`config.mk`:
```
export PLATFORM = sky130hd
export DESIGN_NAME = pin_crossbar
export DESIGN_NICKNAME = d
export VERILOG_FILES = /design/src/rtl/pin_crossbar.sv
export SDC_FILE = /design/constraint.sdc
export NUM_CORES = 1
export LEC_CHECK = 0
export CAP_MARGIN = 20
export CORE_MARGIN = 2
export CORE_UTILIZATION = 35
export DETAILED_ROUTE_END_ITERATION = 10
export PLACE_DENSITY = 0.61
export SYNTH_ARGS = -nofsm -noshare
export SYNTH_HDL_FRONTEND = slang
export SYNTH_SLANG_ARGS = --single-unit
export TNS_END_PERCENT = 10
```
`constraint.sdc`:
```
create_clock -name clk -period 9.9 [get_ports clk]
set_input_delay 2.97 -clock clk [delete_from_list [all_inputs] [get_ports clk]]
set_output_delay 2.97 -clock clk [all_outputs]
set_load 0.01 [all_outputs]
```
`src/rtl/pin_crossbar.sv`:
```
module pin_crossbar #(
  parameter int NPIN = 16,
  parameter int NIN  = 8,
  parameter int NFN  = 8
) (
  input  logic            clk,
  input  logic            rst_n,
  input  logic            bus_we,
  input  logic [5:0]      bus_addr,
  input  logic [15:0]     bus_wdata,
  output logic [15:0]     bus_rdata,
  input  logic [NPIN-1:0] pin_in,
  output logic [NIN-1:0]  periph_in,
  input  logic [NFN-1:0]  fn_out,
  input  logic [NPIN-1:0] port_out,
  output logic [NPIN-1:0] pin_out
);
  localparam int NSR = (NIN + 1) / 2;
  localparam int NOR = (NPIN + 1) / 2;
  localparam logic [5:0] A_CTRL = 6'h00;
  localparam logic [5:0] A_KEY  = 6'h01;
  localparam logic [5:0] A_SEL  = 6'h10;
  localparam logic [5:0] A_OUT  = 6'h20;
  localparam logic [15:0] KEY_A = 16'h0046;
  localparam logic [15:0] KEY_B = 16'h0057;

  logic [NIN*6-1:0]  sel_q;
  logic [NPIN*6-1:0] code_q;
  logic lock_q, key_st_q, armed_q;

  wire key_wr  = bus_we && (bus_addr == A_KEY);
  wire ctrl_wr = bus_we && (bus_addr == A_CTRL);

  always_ff @(posedge clk) begin
    if (!rst_n) begin
      sel_q    <= '1;
      code_q   <= '0;
      lock_q   <= 1'b0;
      key_st_q <= 1'b0;
      armed_q  <= 1'b0;
    end else begin
      armed_q <= 1'b0;
      if (bus_we) begin
        key_st_q <= key_wr && (bus_wdata == KEY_A);
        armed_q  <= key_wr && (bus_wdata == KEY_B) && key_st_q;
        if (ctrl_wr && armed_q) lock_q <= bus_wdata[0];
        if (!lock_q) begin
          for (int j = 0; j < NSR; j++) begin
            if (bus_addr == A_SEL + 6'(j)) begin
              sel_q[2*j*6 +: 6] <= bus_wdata[5:0];
              if (2*j+1 < NIN) sel_q[(2*j+1)*6 +: 6] <= bus_wdata[13:8];
            end
          end
          for (int j = 0; j < NOR; j++) begin
            if (bus_addr == A_OUT + 6'(j)) begin
              code_q[2*j*6 +: 6] <= bus_wdata[5:0];
              if (2*j+1 < NPIN) code_q[(2*j+1)*6 +: 6] <= bus_wdata[13:8];
            end
          end
        end
      end
    end
  end

  always_comb begin
    bus_rdata = '0;
    if (bus_addr == A_CTRL) bus_rdata[0] = lock_q;
    for (int j = 0; j < NSR; j++) begin
      if (bus_addr == A_SEL + 6'(j)) begin
        bus_rdata[5:0] = sel_q[2*j*6 +: 6];
        if (2*j+1 < NIN) bus_rdata[13:8] = sel_q[(2*j+1)*6 +: 6];
      end
    end
    for (int j = 0; j < NOR; j++) begin
      if (bus_addr == A_OUT + 6'(j)) begin
        bus_rdata[5:0] = code_q[2*j*6 +: 6];
        if (2*j+1 < NPIN) bus_rdata[13:8] = code_q[(2*j+1)*6 +: 6];
      end
    end
  end

  genvar gk, gp;
  generate
    for (gk = 0; gk < NIN; gk++) begin : g_in
      wire [5:0] s = sel_q[gk*6 +: 6];
      always_comb begin
        periph_in[gk] = 1'b1;
        for (int p = 0; p < NPIN; p++)
          if (s == 6'(p)) periph_in[gk] = pin_in[p];
      end
      p_absent_one_r8: assert property (@(posedge clk) disable iff (!rst_n)
        (32'(s) >= NPIN) |-> periph_in[gk]);
    end
    for (gp = 0; gp < NPIN; gp++) begin : g_out
      wire [5:0] c = code_q[gp*6 +: 6];
      always_comb begin
        pin_out[gp] = port_out[gp];
        for (int f = 0; f < NFN; f++)
          if (c == 6'(f + 1)) pin_out[gp] = fn_out[f];
      end
      p_port_idle_r9: assert property (@(posedge clk) disable iff (!rst_n)
        ((c == 6'd0) || (32'(c) > NFN)) |-> (pin_out[gp] == port_out[gp]));
    end
  endgenerate

  p_lock_gate_r6: assert property (@(posedge clk) disable iff (!rst_n)
    !$stable(lock_q) |-> $past(armed_q && bus_we && bus_addr == A_CTRL));
  p_frozen_map_r5: assert property (@(posedge clk) disable iff (!rst_n)
    lock_q |=> $stable({sel_q, code_q}));
  p_rsv_zero_r3: assert property (@(posedge clk) disable iff (!rst_n)
    (bus_rdata[7:6] == 2'b00) && (bus_rdata[15:14] == 2'b00));
  p_arm_source_r6: assert property (@(posedge clk) disable iff (!rst_n)
    armed_q |-> $past(key_wr && bus_wdata == KEY_B));
endmodule

```
==> flow_summary_export.csv <==
group,metric,value,unit
timing,setup_viol_count_final,0,
timing,portion_of_the_clock_cycle_consumed_by_the_worst_path_in_the_final_layout,93.8,%
layout,ff_latch_area,2940,um^2
critical_path,crit_path_max_fanout,11,
critical_path,worstSetupStartpoint,"bus_addr[3]",
timing,finalHoldViolCount,0,
critical_path,critical_path.max_stage_delay,740,ps
drt,detailroute.via_count,10900,
critical_path,r2r-start,"lock_q$_SDFFE_PN0P_",
layout,antenna_cells,0,
yosys,cells_taking_the_most_area_after_synthesis,"sky130_fd_sc_hd__dfxtp_1 (28%), sky130_fd_sc_hd__nand2_1 (7.8%), sky130_fd_sc_hd__mux2i_1 (7.7%)",
layout,mostFrequentLayoutCell,"sky130_fd_sc_hd__nand2_1",
pwr,maximum_vdd_drop,0.116,mV
drt,wl_per_cell,23.4,um
pwr,p_sw,403,uW
layout,fillers,2961,
critical_path,worst_setup_path_start_kind,"input port",
cts,postCtsHoldBufs,0,
yosys,ys.warnings.count,0,
die,start_util,35.8,%
cts,h_tree_lvls,4,
global_routing,groute.usage.overall,26.2,%
global_routing,number_of_antenna_violations_at_the_first_check_in_global_routing,0,
drt,drt_iter0_drc,1302,
layout,nets,1444,
die,pin_count,105,
pwr,share_clk_of_total_power,46.1,%
critical_path,critical_path.slowest_cell,"sky130_fd_sc_hd__or4b_1",
placement,weighted_congestion_reported_at_the_end_of_routability_driven_placement,0.944,
cts,cts_inserted_buffers,17,
die,placement_row_count,63,
timing,maxClockFrequency,108,MHz
cts,clockBufferDepth,2,
pwr,power.internal,1.09,mW
cts,cts_tree,"done",
critical_path,critical_path_arrival,6310,ps
timing,finalCriticalPeriod,9280,ps
cts,clk_root_buffer_cell,"sky130_fd_sc_hd__clkbuf_16",
global_routing,globalRouteOverflowTotal,0,
hold_path,worst_hold_startpoint,"code_q[11]$_SDFFE_PN0P_",
critical_path,worstPathBufferInverterCount,2,
timing,finalMaxSlewViolations,0,
drt,drt_first_pass_iters,6,
yosys,synth_largest_type_area_fraction,27.5,%
critical_path,crit_path_frequent_cell,"sky130_fd_sc_hd__clkdlybuf4s50_1",
timing,maxSlewHeadroom,23.5,%
timing,fin_setup_tns,0,ps
timing,clock_skew,8.28,ps
critical_path,critical_path.top_delay_family,"buffers and inverters",
layout,multi_input_comb_area,7100,um^2
critical_path,setup.worst_path.class,"input port to primary output",
cts,cts_setup_buffers,0,
drt,drt_drc_violations_left,0,
timing,timing.hold.ws,492,ps
timing,grt_setup_unrepaired,"false",
pwr,totalPowerFinal,1.49,mW
cts,clock_sink_count,147,
placement,worst_slack_after_detailed_placement,693,ps
yosys,synth_enable_flop_cells,0,
job,maxCapViolCount,0,
die,core-area,29900,um^2
pwr,power.share.switching,27.1,%
yosys,synth.yosys.seq_area_share,27.5,%
yosys,post_synth.cell_area_avg,7.84,um^2
pwr,combPwrFrac,13.6,%
die,die-width,179,um
drt,number_of_vias_per_cell,6.13,
layout,drive_gt1_share,9.77,%
timing,fin_ws,615,ps
drt,wl,41.7,mm
cts,clk_pin_slew,60,ps
timing,worst_pin_slew,1140,ps
yosys,synth.largest_area_cell,"sky130_fd_sc_hd__dfxtp_1",
status,run_status,"finished clean",
yosys,postSynthRegisterBits,147,
die,die_height,179,um
cts,clock_insertion_delay_worst_skew,430,ps
yosys,synth.distinct_cells,82,
yosys,synth_cells,1363,
critical_path,crit_path_end_kind,"primary output",
global_routing,vias_in_the_first_global_route,10200,
die,die_area,31900,um^2
hold_path,hp-class,"register to register",
drt,postRouteAntennaNets,0,
layout,final_cell_mix,"sky130_fd_sc_hd__nand2_1 (221), sky130_fd_sc_hd__dfxtp_1 (147), sky130_fd_sc_hd__nand3_1 (123)",
pwr,power_frac_seq,40.3,%
layout,synthToLayoutAreaGrowth,16.3,%
critical_path,cp_data_required_time,6930,ps
global_routing,largest_net_degree_at_the_start_of_global_routing,83,
placement,io_buffers,100,
critical_path,crit_chain,"clkdlybuf4s50_1, or4b_1, nor2_2, a221o_1, a211oi_1, o41ai_1, clkdlybuf4s50_1",
pwr,power_leakage,4.47,nW
global_routing,grt_pass1_wl,62.5,mm
pwr,power-per-cell-area,120,nW/um^2
yosys,mappedNetlistArea,10700,um^2
cts,postCtsResizedCells,0,
yosys,synthArstFlopShare,0,%
placement,dp_hpwl,29.5,mm
yosys,ys.flop_type,"sky130_fd_sc_hd__dfxtp_1",
[state kept, by name (all words and copies together), names as in the netlist]
signal	cells
lock_q	1
sel_q	48
armed_q	1
key_st_q	1
code_q	96
[stage by stage]
| stage | utilization [%] | area [um^2] | instances |
|---|---|---|---|
| floorplan | - | 10700 | 1366 |
| global placement | 39.5 | 11800 | 1750 |
| detailed placement | 39.5 | 11800 | 1750 |
| CTS | 41.6 | 12400 | 1782 |
| global route | 41.6 | 12400 | 1782 |
| finish | 41.6 | 12400 | 1782 |
[per-layer routing]
| layer | up-vias | track usage (%) | share of wire [%] |
|---|---|---|---|
| met5 | - | 0 | 0 |
| met4 | 0 | 12.6 | 4.5 |
| met3 | 97 | 5.51 | 7.9 |
| met2 | 533 | 41.8 | 46 |
| met1 | 5257 | 33.7 | 41 |
| li1 | 5037 | - | - |
[synth_stat cells, drive strengths merged, types with 11 or more instances]
master and n:
nor3 37, nor2 68, o21ai 37, nand2b 15
or3 11, nor4b 23, nand3 123, nand3b 11
clkbuf 96, a21oi 63, inv 22, dfxtp 147
mux4 31, a21boi 62, buf 37, o22ai 11
nor3b 12, mux2 16, nor2b 50, nor4 12
o211ai 19, nand2 221, mux2i 82, a211oi 12
[final timing paths]
| check | endpoint | slack [ps] | cells after the start |
|---|---|---|---|
| worst max-delay path | bus_rdata[13] | 620 | 7 |
| worst min-delay path | code_q[11]$_SDFFE_PN0P_ | 490 | 2 |
| worst max register to register | code_q[72]$_SDFFE_PN0P_ | 7630 | 5 |
| worst min register to register | code_q[11]$_SDFFE_PN0P_ | 490 | 2 |
[power by group through the flow]
| stage | Combinational (mW) | Clock [mW] | Sequential [mW] |
|---|---|---|---|
| finish | 0.202 | 0.688 | 0.601 |
| global route | 0.214 | 0.711 | 0.601 |
| CTS | 0.200 | 0.689 | 0.601 |
| detailed placement | 0.199 | 0 | 0.614 |
| global placement | 0.198 | 0 | 0.614 |
| floorplan | 0.107 | 0 | 0.610 |
[layout make-up]
cell class | instances | share of cell area (%)
multi-input cells | 1063 | 57.2
flip-flops and latches | 147 | 23.7
repair buffers | 127 | 9.59
well taps | 390 | 3.93
clock buffers | 19 | 3.56
clock inverters | 13 | 1.39
inverters | 23 | 0.695
[kinds of logic after synthesis]
| kind of cell | share of synthesized area (%) |
|---|---|
| AND/OR/NAND/NOR | 30.1 |
| other | 0.0351 |
| buffers and inverters | 6.28 |
| AO/OA/AOI/OAI | 20.2 |
| multiplexers | 15.9 |
| flip-flops | 27.5 |
[worst register-to-register path: stages (launching register included)]
cell and delay, ps:
sky130_fd_sc_hd__dfxtp_1 360, sky130_fd_sc_hd__nor2b_4 110, sky130_fd_sc_hd__buf_4 490, sky130_fd_sc_hd__nand3_1 760, sky130_fd_sc_hd__mux2i_1 370, sky130_fd_sc_hd__nor2b_1 70
No activity file was read; power rests on OpenSTA's default activity.
